$ cat src/rtl/ast_pkg.sv
// Shared encodings for the stereo audio serial output port.
// Assumes: fmt is a static pin selection; codes 2'b10 and 2'b11 both mean offset.
package ast_pkg;

    typedef enum logic [1:0] {
        PLACE_RJUST  = 2'b00,
        PLACE_I2S    = 2'b01,
        PLACE_OFFSET = 2'b10,
        PLACE_OFFALT = 2'b11
    } place_e;

endpackage

$ cat src/rtl/ast_master_timing.sv
// Master-mode timing: divides the master clock into bit and word clocks.
// Every field change and every slot advance happen on a falling bit-clock edge.
// It emits a strobe one master cycle before each falling edge, together with the
// slot and channel that start on that edge.
// Assumes: MCLK_PER_FS is a multiple of 2*SHORT_W and of 2*FIELD_W.
module ast_master_timing #(
    parameter int MCLK_PER_FS = 256,
    parameter int FIELD_W     = 32,
    parameter int SHORT_W     = 16,
    parameter int SLOT_W      = 6
) (
    input  logic              clk,
    input  logic              rst_n,
    input  logic              short_field,
    output logic              bclk,
    output logic              wclk,
    output logic              strobe,
    output logic              nxt_chan,
    output logic [SLOT_W-1:0] nxt_slot
);
    localparam int DIV_L = MCLK_PER_FS / (2 * FIELD_W);
    localparam int DIV_S = MCLK_PER_FS / (2 * SHORT_W);
    localparam int PH_W  = (DIV_S > 2) ? $clog2(DIV_S) : 1;
    localparam logic [PH_W-1:0]   PH_LIM_L   = PH_W'(DIV_L - 1);
    localparam logic [PH_W-1:0]   PH_LIM_S   = PH_W'(DIV_S - 1);
    localparam logic [PH_W-1:0]   HALF_L     = PH_W'(DIV_L / 2);
    localparam logic [PH_W-1:0]   HALF_S     = PH_W'(DIV_S / 2);
    localparam logic [SLOT_W-1:0] SLOT_LIM_L = SLOT_W'(FIELD_W - 1);
    localparam logic [SLOT_W-1:0] SLOT_LIM_S = SLOT_W'(SHORT_W - 1);

    logic [PH_W-1:0]   ph;
    logic [SLOT_W-1:0] slot;
    logic              chan;
    logic [PH_W-1:0]   ph_lim;
    logic [PH_W-1:0]   half;
    logic [SLOT_W-1:0] slot_lim;

    // Pick the divider limits for the selected field length.
    always_comb begin
        ph_lim   = short_field ? PH_LIM_S   : PH_LIM_L;
        half     = short_field ? HALF_S     : HALF_L;
        slot_lim = short_field ? SLOT_LIM_S : SLOT_LIM_L;
    end

    // Work out the slot and channel that begin at the next falling edge.
    always_comb begin
        strobe   = (ph >= ph_lim);
        nxt_slot = (slot >= slot_lim) ? '0 : slot + 1'b1;
        nxt_chan = (slot >= slot_lim) ? ~chan : chan;
    end

    // Advance the phase counter, and the slot and channel on each strobe.
    always_ff @(posedge clk) begin
        if (!rst_n) begin
            ph   <= '0;
            slot <= '0;
            chan <= 1'b0;
        end else if (strobe) begin
            ph   <= '0;
            slot <= nxt_slot;
            chan <= nxt_chan;
        end else begin
            ph   <= ph + 1'b1;
        end
    end

    assign bclk = (ph >= half);
    assign wclk = chan;

    // The word clock may only move together with a falling bit clock.
    assert_ws_on_bclk_fall_R3: assert property (@(posedge clk) disable iff (!rst_n)
        (wclk != $past(wclk)) |-> (!bclk && $past(bclk)));

endmodule

$ cat src/rtl/ast_slave_timing.sv
// Slave-mode timing: samples the external bit and word clocks on the master
// clock and finds the falling bit-clock edges.
// The slot count restarts at zero on the first falling edge that sees a new
// word-clock level, and stops at its top value when no word-clock edge comes.
// Assumes: the external clocks come from the master clock, so one sampling
// register is enough.
module ast_slave_timing #(
    parameter int SLOT_W = 6
) (
    input  logic              clk,
    input  logic              rst_n,
    input  logic              bclk_in,
    input  logic              wclk_in,
    output logic              strobe,
    output logic              nxt_chan,
    output logic [SLOT_W-1:0] nxt_slot
);
    localparam logic [SLOT_W-1:0] SLOT_TOP = '1;

    logic              bclk_s;
    logic              bclk_d;
    logic              wclk_s;
    logic              wclk_last;
    logic [SLOT_W-1:0] slot;

    // Sample the external clocks and keep one bit-clock value of history.
    always_ff @(posedge clk) begin
        if (!rst_n) begin
            bclk_s <= 1'b0;
            bclk_d <= 1'b0;
            wclk_s <= 1'b0;
        end else begin
            bclk_s <= bclk_in;
            bclk_d <= bclk_s;
            wclk_s <= wclk_in;
        end
    end

    // Find falling edges; a new word-clock level restarts the count, otherwise it saturates.
    always_comb begin
        strobe   = bclk_d && !bclk_s;
        nxt_chan = wclk_s;
        if (wclk_s != wclk_last)
            nxt_slot = '0;
        else if (slot == SLOT_TOP)
            nxt_slot = SLOT_TOP;
        else
            nxt_slot = slot + 1'b1;
    end

    // Store the slot and the word-clock level seen at each falling edge.
    always_ff @(posedge clk) begin
        if (!rst_n) begin
            slot      <= SLOT_TOP;
            wclk_last <= 1'b0;
        end else if (strobe) begin
            slot      <= nxt_slot;
            wclk_last <= wclk_s;
        end
    end

    // A slot count that restarts must come from a falling edge on which the word clock moved.
    assert_slot_restart_R9: assert property (@(posedge clk) disable iff (!rst_n)
        (slot == '0 && $past(slot) != '0) |-> ($past(strobe) && $past(wclk_s) != $past(wclk_last)));

endmodule

$ cat src/rtl/ast_formatter.sv
// Places the left or right word into its field and drives the serial data bit.
// On each strobe it decides whether the next slot holds a word bit and which one.
// It captures both input words at the first slot of the left field.
// Assumes: strobe comes one master cycle before the falling bit-clock edge.
module ast_formatter #(
    parameter int WORD_W  = 18,
    parameter int FIELD_W = 32,
    parameter int SHORT_W = 16,
    parameter int SLOT_W  = 6,
    parameter int OFS_W   = 5
) (
    input  logic              clk,
    input  logic              rst_n,
    input  logic              strobe,
    input  logic              chan,
    input  logic [SLOT_W-1:0] slot,
    input  logic [1:0]        fmt,
    input  logic [OFS_W-1:0]  ofs,
    input  logic              short_field,
    input  logic [WORD_W-1:0] left_word,
    input  logic [WORD_W-1:0] right_word,
    output logic              sdata
);
    import ast_pkg::*;

    localparam int LEN_L = (WORD_W < FIELD_W) ? WORD_W : FIELD_W;
    localparam int LEN_S = (WORD_W < SHORT_W) ? WORD_W : SHORT_W;
    localparam logic [SLOT_W-1:0] FLD_L = SLOT_W'(FIELD_W);
    localparam logic [SLOT_W-1:0] FLD_S = SLOT_W'(SHORT_W);
    localparam logic [SLOT_W-1:0] ACT_L = SLOT_W'(LEN_L);
    localparam logic [SLOT_W-1:0] ACT_S = SLOT_W'(LEN_S);

    logic [WORD_W-1:0] lat_l;
    logic [WORD_W-1:0] lat_r;
    logic [WORD_W-1:0] word_now;
    logic [WORD_W-1:0] word_sh;
    logic [SLOT_W-1:0] fld_len;
    logic [SLOT_W-1:0] act_len;
    logic [SLOT_W-1:0] start;
    logic [SLOT_W-1:0] rel;
    logic              in_win;
    logic              frame_start;
    place_e            place;

    // Field length and the number of word bits that fit in it.
    always_comb begin
        fld_len = short_field ? FLD_S : FLD_L;
        act_len = short_field ? ACT_S : ACT_L;
    end

    // Slot that carries the MSB for the selected placement mode.
    always_comb begin
        place = place_e'(fmt);
        case (place)
            PLACE_RJUST: start = fld_len - act_len;
            PLACE_I2S:   start = SLOT_W'(1);
            default:     start = SLOT_W'(ofs);
        endcase
    end

    // Choose the word for this slot and test whether the slot lies in its window.
    always_comb begin
        frame_start = strobe && !chan && (slot == '0);
        if (frame_start)
            word_now = left_word;
        else
            word_now = chan ? lat_r : lat_l;
        rel     = slot - start;
        in_win  = (slot >= start) && (slot < fld_len) && (rel < act_len);
        word_sh = word_now << rel;
    end

    // Capture the word pair at the start of each left field.
    always_ff @(posedge clk) begin
        if (!rst_n) begin
            lat_l <= '0;
            lat_r <= '0;
        end else if (frame_start) begin
            lat_l <= left_word;
            lat_r <= right_word;
        end
    end

    // Update the data bit only at the bit-clock falling edge.
    always_ff @(posedge clk) begin
        if (!rst_n)
            sdata <= 1'b0;
        else if (strobe)
            sdata <= in_win & word_sh[WORD_W-1];
    end

    // The data line may only move on a strobe.
    assert_data_on_fall_R3: assert property (@(posedge clk) disable iff (!rst_n)
        !$stable(sdata) |-> $past(strobe));

    // The held left word changes only at the start of a frame.
    assert_hold_until_frame_R8: assert property (@(posedge clk) disable iff (!rst_n)
        !$stable(lat_l) |-> $past(frame_start));

    // Slots past the end of the field are sent as zero.
    assert_zero_beyond_field_R6: assert property (@(posedge clk) disable iff (!rst_n)
        (strobe && slot >= fld_len) |=> !sdata);

endmodule

$ cat src/rtl/audio_serial_tx.sv
// Top of the stereo audio serial output port.
// Selects master or slave timing and feeds the chosen strobe, slot and channel
// to the formatter.
// The generated clocks go out only in master mode and are held low otherwise.
// Assumes: master_en, short_field, fmt and ofs are static pin selections.
module audio_serial_tx #(
    parameter int MCLK_PER_FS = 256,
    parameter int WORD_W      = 18,
    parameter int FIELD_W     = 32,
    parameter int SHORT_W     = 16,
    parameter int OFS_W       = $clog2(FIELD_W)
) (
    input  logic              clk,
    input  logic              rst_n,
    input  logic              master_en,
    input  logic              short_field,
    input  logic [1:0]        fmt,
    input  logic [OFS_W-1:0]  ofs,
    input  logic [WORD_W-1:0] left_word,
    input  logic [WORD_W-1:0] right_word,
    input  logic              bclk_in,
    input  logic              wclk_in,
    output logic              bclk_out,
    output logic              wclk_out,
    output logic              sdata
);
    localparam int SLOT_W = OFS_W + 1;

    logic              m_bclk;
    logic              m_wclk;
    logic              m_strobe;
    logic              m_chan;
    logic [SLOT_W-1:0] m_slot;
    logic              s_strobe;
    logic              s_chan;
    logic [SLOT_W-1:0] s_slot;
    logic              t_strobe;
    logic              t_chan;
    logic [SLOT_W-1:0] t_slot;

    ast_master_timing #(
        .MCLK_PER_FS(MCLK_PER_FS),
        .FIELD_W    (FIELD_W),
        .SHORT_W    (SHORT_W),
        .SLOT_W     (SLOT_W)
    ) master_i (
        .clk        (clk),
        .rst_n      (rst_n),
        .short_field(short_field),
        .bclk       (m_bclk),
        .wclk       (m_wclk),
        .strobe     (m_strobe),
        .nxt_chan   (m_chan),
        .nxt_slot   (m_slot)
    );

    ast_slave_timing #(
        .SLOT_W(SLOT_W)
    ) slave_i (
        .clk     (clk),
        .rst_n   (rst_n),
        .bclk_in (bclk_in),
        .wclk_in (wclk_in),
        .strobe  (s_strobe),
        .nxt_chan(s_chan),
        .nxt_slot(s_slot)
    );

    // Route the selected timing source to the formatter.
    always_comb begin
        t_strobe = master_en ? m_strobe : s_strobe;
        t_chan   = master_en ? m_chan   : s_chan;
        t_slot   = master_en ? m_slot   : s_slot;
    end

    ast_formatter #(
        .WORD_W (WORD_W),
        .FIELD_W(FIELD_W),
        .SHORT_W(SHORT_W),
        .SLOT_W (SLOT_W),
        .OFS_W  (OFS_W)
    ) fmt_i (
        .clk        (clk),
        .rst_n      (rst_n),
        .strobe     (t_strobe),
        .chan       (t_chan),
        .slot       (t_slot),
        .fmt        (fmt),
        .ofs        (ofs),
        .short_field(short_field),
        .left_word  (left_word),
        .right_word (right_word),
        .sdata      (sdata)
    );

    assign bclk_out = master_en & m_bclk;
    assign wclk_out = master_en & m_wclk;

    // In master mode the data line never moves while the bit clock stays high.
    assert_master_data_edge_R3: assert property (@(posedge clk) disable iff (!rst_n)
        (master_en && $past(master_en) && bclk_out && $past(bclk_out)) |-> $stable(sdata));

endmodule

$ cat config.mk
export PLATFORM = sky130hd
export DESIGN_NAME = audio_serial_tx
export DESIGN_NICKNAME = d
export VERILOG_FILES = /design/src/rtl/ast_pkg.sv /design/src/rtl/ast_master_timing.sv /design/src/rtl/ast_slave_timing.sv /design/src/rtl/ast_formatter.sv /design/src/rtl/audio_serial_tx.sv
export SDC_FILE = /design/constraint.sdc
export NUM_CORES = 1
export LEC_CHECK = 0
export BUFFER_PORTS_ARGS = -buffer_cell sky130_fd_sc_hd__clkbuf_2
export CAP_MARGIN = 15
export CORE_MARGIN = 5
export CORE_UTILIZATION = 50
export CTS_BUF_LIST = sky130_fd_sc_hd__clkbuf_4 sky130_fd_sc_hd__clkbuf_8
export DETAILED_ROUTE_END_ITERATION = 16
export PLACE_DENSITY = 0.78
export SYNTH_ARGS = -nofsm -noshare
export SYNTH_HDL_FRONTEND = slang
export SYNTH_SLANG_ARGS = --single-unit
$ cat constraint.sdc
create_clock -name clk -period 7.63 [get_ports clk]
set_input_delay 0.763 -clock clk [delete_from_list [all_inputs] [get_ports clk]]
set_output_delay 0.763 -clock clk [all_outputs]
set_load 0.005 [all_outputs]
=== Word level (Yosys, flattened, before mapping) ===
Index checks and enable logic that the tools add are counted.

* Register bits after elaboration: 57
* Input port bits: 49
* Output and inout bits: 3
* Logic and storage cells: 56

* Add/sub/neg operators: 5
* Order comparisons: 6
* Equality and inequality tests: 3
* Shift-type cells: 1
* Muxes and demuxes: 15
* Bitwise logic cells: 5
* Reductions and logical operators: 10

{| class="wikitable"
|+ Operators by type and width
! kind !! count
|-
| 2-to-1 mux 18 bit || 2
|-
| 2-to-1 mux 6 bit || 5
|-
| << shifter 18 x 6 -> 18 bit || 1
|-
| adder 6 x 1 -> 6 bit, second input constant || 2
|-
| >= comparator 6 bit || 2
|-
| less-than comparator 6 bit || 2
|-
| case mux 6 bit (2 select lines) || 1
|-
| subtractor 6 bit || 2
|-
| == test 6 bit, second input constant || 1
|-
| >= comparator 3 bit || 2
|-
| logical NOT 6 bit || 1
|-
| 2-to-1 mux 3 bit || 2
|-
| logical AND 1 bit || 5
|-
| 2-to-1 mux 5 bit || 1
|-
| adder 3 x 1 -> 3 bit, second input constant || 1
|-
| AND 1 bit || 3
|-
| 2-to-1 mux 1 bit || 3
|-
| == test 2 x 1 -> 1 bit, second input constant || 1
|-
| logical NOT 1 bit || 2
|-
| logical NOT 2 bit || 1
|-
| 2-to-1 mux 2 bit || 1
|-
| NOT 1 bit || 2
|-
| OR reduction 2 bit || 1
|-
| inequality test 1 bit || 1
|}

=== Depth between registers and ports, before layout ===
* Word-level depth: 10
* Depth in mapped cells: 16
* Depth with buffers taken out: 16

=== Modules after synthesis ===
Synthesis repeated with hierarchy kept, for this count alone.

* Cells, all modules: 402
* Area total of the unflattened synthesis: 3524.6 um^2

{| class="wikitable"
|+ Modules (own cells, without submodules)
! module !! times used !! cells an instance !! area an instance (um^2) !! seq. area each (um^2)
|-
| ast_formatter || 1 || 253 || 2190.9 || 740.7
|-
| ast_master_timing || 1 || 74 || 631.9 || 200.2
|-
| ast_slave_timing || 1 || 64 || 555.5 || 200.2
|-
| audio_serial_tx || 1 || 11 || 146.4 || 0.0
|}

=== Worst setup path after synthesis ===
Ideal clock, no wire load.

* Path kind: input port to flip-flop
* From: input short_field
* To: register fmt_i.sdata
* Setup time: 0.120 ns
* Arrival: 3.786 ns
* Data required time: 7.510 ns
* Path slack: 3.724 ns
* Stages on the path: 12
* Buffers on the path: 2
* Path through: ha_1 and4_1 clkbuf_1 nor2_1 a22oi_1 ha_1 fa_1 clkbuf_1 mux4_2 a211oi_1 a311oi_1 o31a_1

* Longest elaborated chain between the ends: 10
* Elaborated cells on any way between the ends: 27
* Classes of those cells: add/sub (2); order compare (5); shift (1); mux (12); bitwise (1); reduce/logical (6)

{| class="wikitable"
|+ Ends and longest elaborated chain
! what !! line !! RTL
|-
| start: declaration || audio_serial_tx.sv:16 || <nowiki>input logic short_field,</nowiki>
|-
| parallel branches: the longest is 10 deep, another holds subtractor 6 bit || n/a ||
|-
| end signal: assignment || ast_formatter.sv:89 || <nowiki>sdata <= in_win & word_sh[WORD_W-1];</nowiki>
|-
| end: declaration || ast_formatter.sv:22 || <nowiki>output logic sdata</nowiki>
|}

Several ways; the timed one is not identified.
A chain may end at the register's enable or synchronous reset.

=== Worst setup path after layout ===
Ends and elaborated chain as after synthesis.

==> run_results.csv <==
group,metric,value,unit
yosys,synth_top_area_cell,"dfxtp_1",
power_and_ir_drop,clock_power_share,35.1,%
sta,rsz0062_at_grt,"no",
sta,fmax,0.2180,GHz
routing,wl_per_cell,14.52,µm
floorplanning,core_area,6794,µm²
grt,grt_pass1_wl,14220,µm
sta,setup_viol,0,
yosys,async_flop_share,0,%
floorplanning,initial_utilization,51.62,%
placement,place.gp.congestion,0.9084,
yosys,syn_nets,501,
yosys,ys_types,62,
worst_setup_path,crit_family,"simple AND/OR/NAND/NOR gates",
final_layout,syn_to_final_growth,12.52,%
power_and_ir_drop,combPwrFrac,23.3,%
routing,drt_iter0_markers,285,
worst_setup_path,cp_cell_sequence,"clkbuf_2 > ha_1 > or2_0 > a21oi_1 > nand3_1 > or4_1 > nor2_4 > nand2_1 > a41o_1 > nor4_2 > o31a_1",
yosys,synth.most_common_cell,"nand2_1",
cts,cts_buffer_depth,2,
yosys,synthCells,439,
yosys,netlist_top_cells_area,"dfxtp_1 (33%), nand2_1 (10%), a21boi_0 (8.6%)",
min_path,hp-class,"register to register",
sta,tightest_slew,1.039,ns
final_layout,final_cells,576,
routing,drt-pass1-iter-count,5,
cts,cts_max_level,3,
power_and_ir_drop,pwr-share-seq,41.6,%
sta,period_needed,4.586,ns
worst_setup_path,max_stage_delay,0.95,ns
yosys,synth-simple-area-share,24.76,%
yosys,synth-seq-area-share,32.54,%
worst_setup_path,path_class,"input pin to register",
yosys,synth-seq-cells,57,
sta,slew_headroom,30.56,%
sta,fin_tns_setup,0,ns
routing,vias_per_cell,5.543,
worst_setup_path,crit_required,7.91,ns
placement,dpl.hpwl,6065,µm
yosys,synth_compound_area_share,23.01,%
final_layout,drive_above_1_share,18.96,%
cts,cts_tree,"yes",
placement,pre_cts_slack,2.710,ns
floorplanning,die_area,8789,µm²
power_and_ir_drop,power_switching,228.0,µW
worst_setup_path,cpMaxStageDelayCell,"or4_1",
power_and_ir_drop,p_leak,1.553,nW
cts,numCtsBuffers,9,
routing,drc,0,
routing,totalWireLength,8365,µm
routing,top_layer_used,"met4",
final_layout,final_cell_area,3946,µm²
yosys,synth_area,3507,µm²
power_and_ir_drop,ir_drop,0.0001071,V
power_and_ir_drop,power,747.7,µW
status,status,"completed",
grt,grt_util_all_layers,19.91,%
routing,ant_nets,0,
cts,clk_pin_slew_worst_paths,0.06,ns
worst_setup_path,critPathCaptureType,"register",
final_layout,fin_nets,537,
worst_setup_path,worst_ep_arrival_time,4.87,ns
placement,port_buffers,51,
cts,cts_setup_buffers,0,
yosys,synth_edf_count,0,
grt,grt_overflow_total,0,
routing,vias,3193,
sta,setup_ws,3.044,ns
cts,cts_root_buf,"clkbuf_8",
power_and_ir_drop,p_per_area,189.5,nW/µm²
placement,placed_area,3765,µm²
power_and_ir_drop,netSwitchingFraction,30.49,%
final_layout,num_antenna_cells,0,
worst_setup_path,reg2reg_depth,10,
job,cap_violations,0,
routing,wl_met3,477,µm
yosys,yosys_warnings,0,
yosys,synthXorXnorAreaFrac,2.248,%
yosys,synthMuxAreaShare,7.956,%
yosys,yosys.area.top_type_share,32.54,%
worst_setup_path,crit_cells,11,
sta,hold_violations,0,
yosys,synthTopCellsByCount,"nand2_1 (97), dfxtp_1 (57), a21boi_0 (40)",
power_and_ir_drop,p_int,519.7,µW
final_layout,fillers,626,
cts,hold_buffers,0,
yosys,synth_fa_ha_area_share,4.852,%
final_layout,utilization,58.08,%
floorplanning,die_w,93.75,µm
sta,whs,0.4675,ns
min_path,holdPathStages,2,
worst_setup_path,path_buf_inv,1,
sta,fin_skew,0.01477,ns
worst_setup_path,critPathLaunchType,"input pin",
yosys,synth_area_per_cell,7.989,µm²
floorplanning,ioPinCount,52,
routing,wl_met1,3978,µm
floorplanning,std_cell_rows,30,
yosys,synth-main-ff-cell,"dfxtp_1",
sta,slew_viol_final,0,
cts,ctsResizeCount,0,
routing,wl_met2,3775,µm
cts,worstSkewPairLatency,0.34,ns
grt,antenna_found_initial,0,
worst_setup_path,crit_fanout,39,
sta,fin_crit_sh,60.11,%
yosys,synth_top_family_by_area,"simple AND/OR/NAND/NOR gates",
grt,grt_pass1_vias,3066,
cts,clkSinkCount,57,
grt,grt_max_degree,58,
placement,placed_cells,560,
floorplanning,die_h,93.75,µm
==> placed cells by master (no fill, tap or decap), types with 12 or more instances in the layout <==
cell type  synthesis  final
nand3_1           15     15
clkbuf_2           0     51
o21ai_0           20     20
nor2_1            20     20
a21oi_1           22     22
a21boi_0          40     40
nand2_1           97     97
ha_1              12     12
dfxtp_1           57     57
==> routing by layer <==
metal,GRT usage [%],vias to the layer above
li1,-,1624
met1,27.34,1471
met2,30.16,86
met3,5.288,12
met4,6.619,0
met5,0,-
==> worst min-delay path: stages (launching register included) <==
cell and delay (ns):
dfxtp_1 0.31, nand2_1 0.05, a21boi_0 0.06
==> path summary, 6_finish.rpt <==
check / startpoint / endpoint / slack (ns)
worst min register to register: fmt_i.lat_l[11] / fmt_i.lat_l[11] / 0.47
worst max-delay path: short_field / fmt_i.sdata / 3.04
worst min-delay path: fmt_i.lat_l[11] / fmt_i.lat_l[11] / 0.47
worst max register to register: master_i.slot[4] / fmt_i.sdata / 3.29
==> power by group through the flow <==
stage                     registers, mW  logic (mW)  clock network, mW
after floorplan                   0.316       0.128                  0
after global placement            0.318       0.168                  0
after detailed placement          0.318       0.171                  0
after CTS                         0.311       0.172              0.266
after global routing              0.312       0.194              0.279
final                             0.311       0.174              0.262
==> kinds of logic after synthesis <==
logic type                 after synthesis
DFF                                     57
and+or+nand+nor                        183
buffers and inverters                   36
xor gates and xnor gates                 9
AOI/OAI and AO/OA                      118
adders and majority gates               13
muxes                                   23
==> state kept, by name (all words and copies together) (netlist names), 3 cells and up <==
register / cells
fmt_i.lat_l: 18
fmt_i.lat_r: 18
master_i.slot: 6
slave_i.slot: 6
master_i.ph: 3
==> cell type report <==
cell class                 instances  area, µm²  area share [%]
multi-input combinational        346       2203           55.83
sequential                        57       1141           28.92
timing repair buffer              53      270.3           6.848
clock buffer                      13      166.4           4.217
tap                               96      120.1           3.044
inverter                           8      30.03          0.7609
clock inverter                     3      15.01          0.3805
Note: power is estimated with default switching activity, not from simulation.
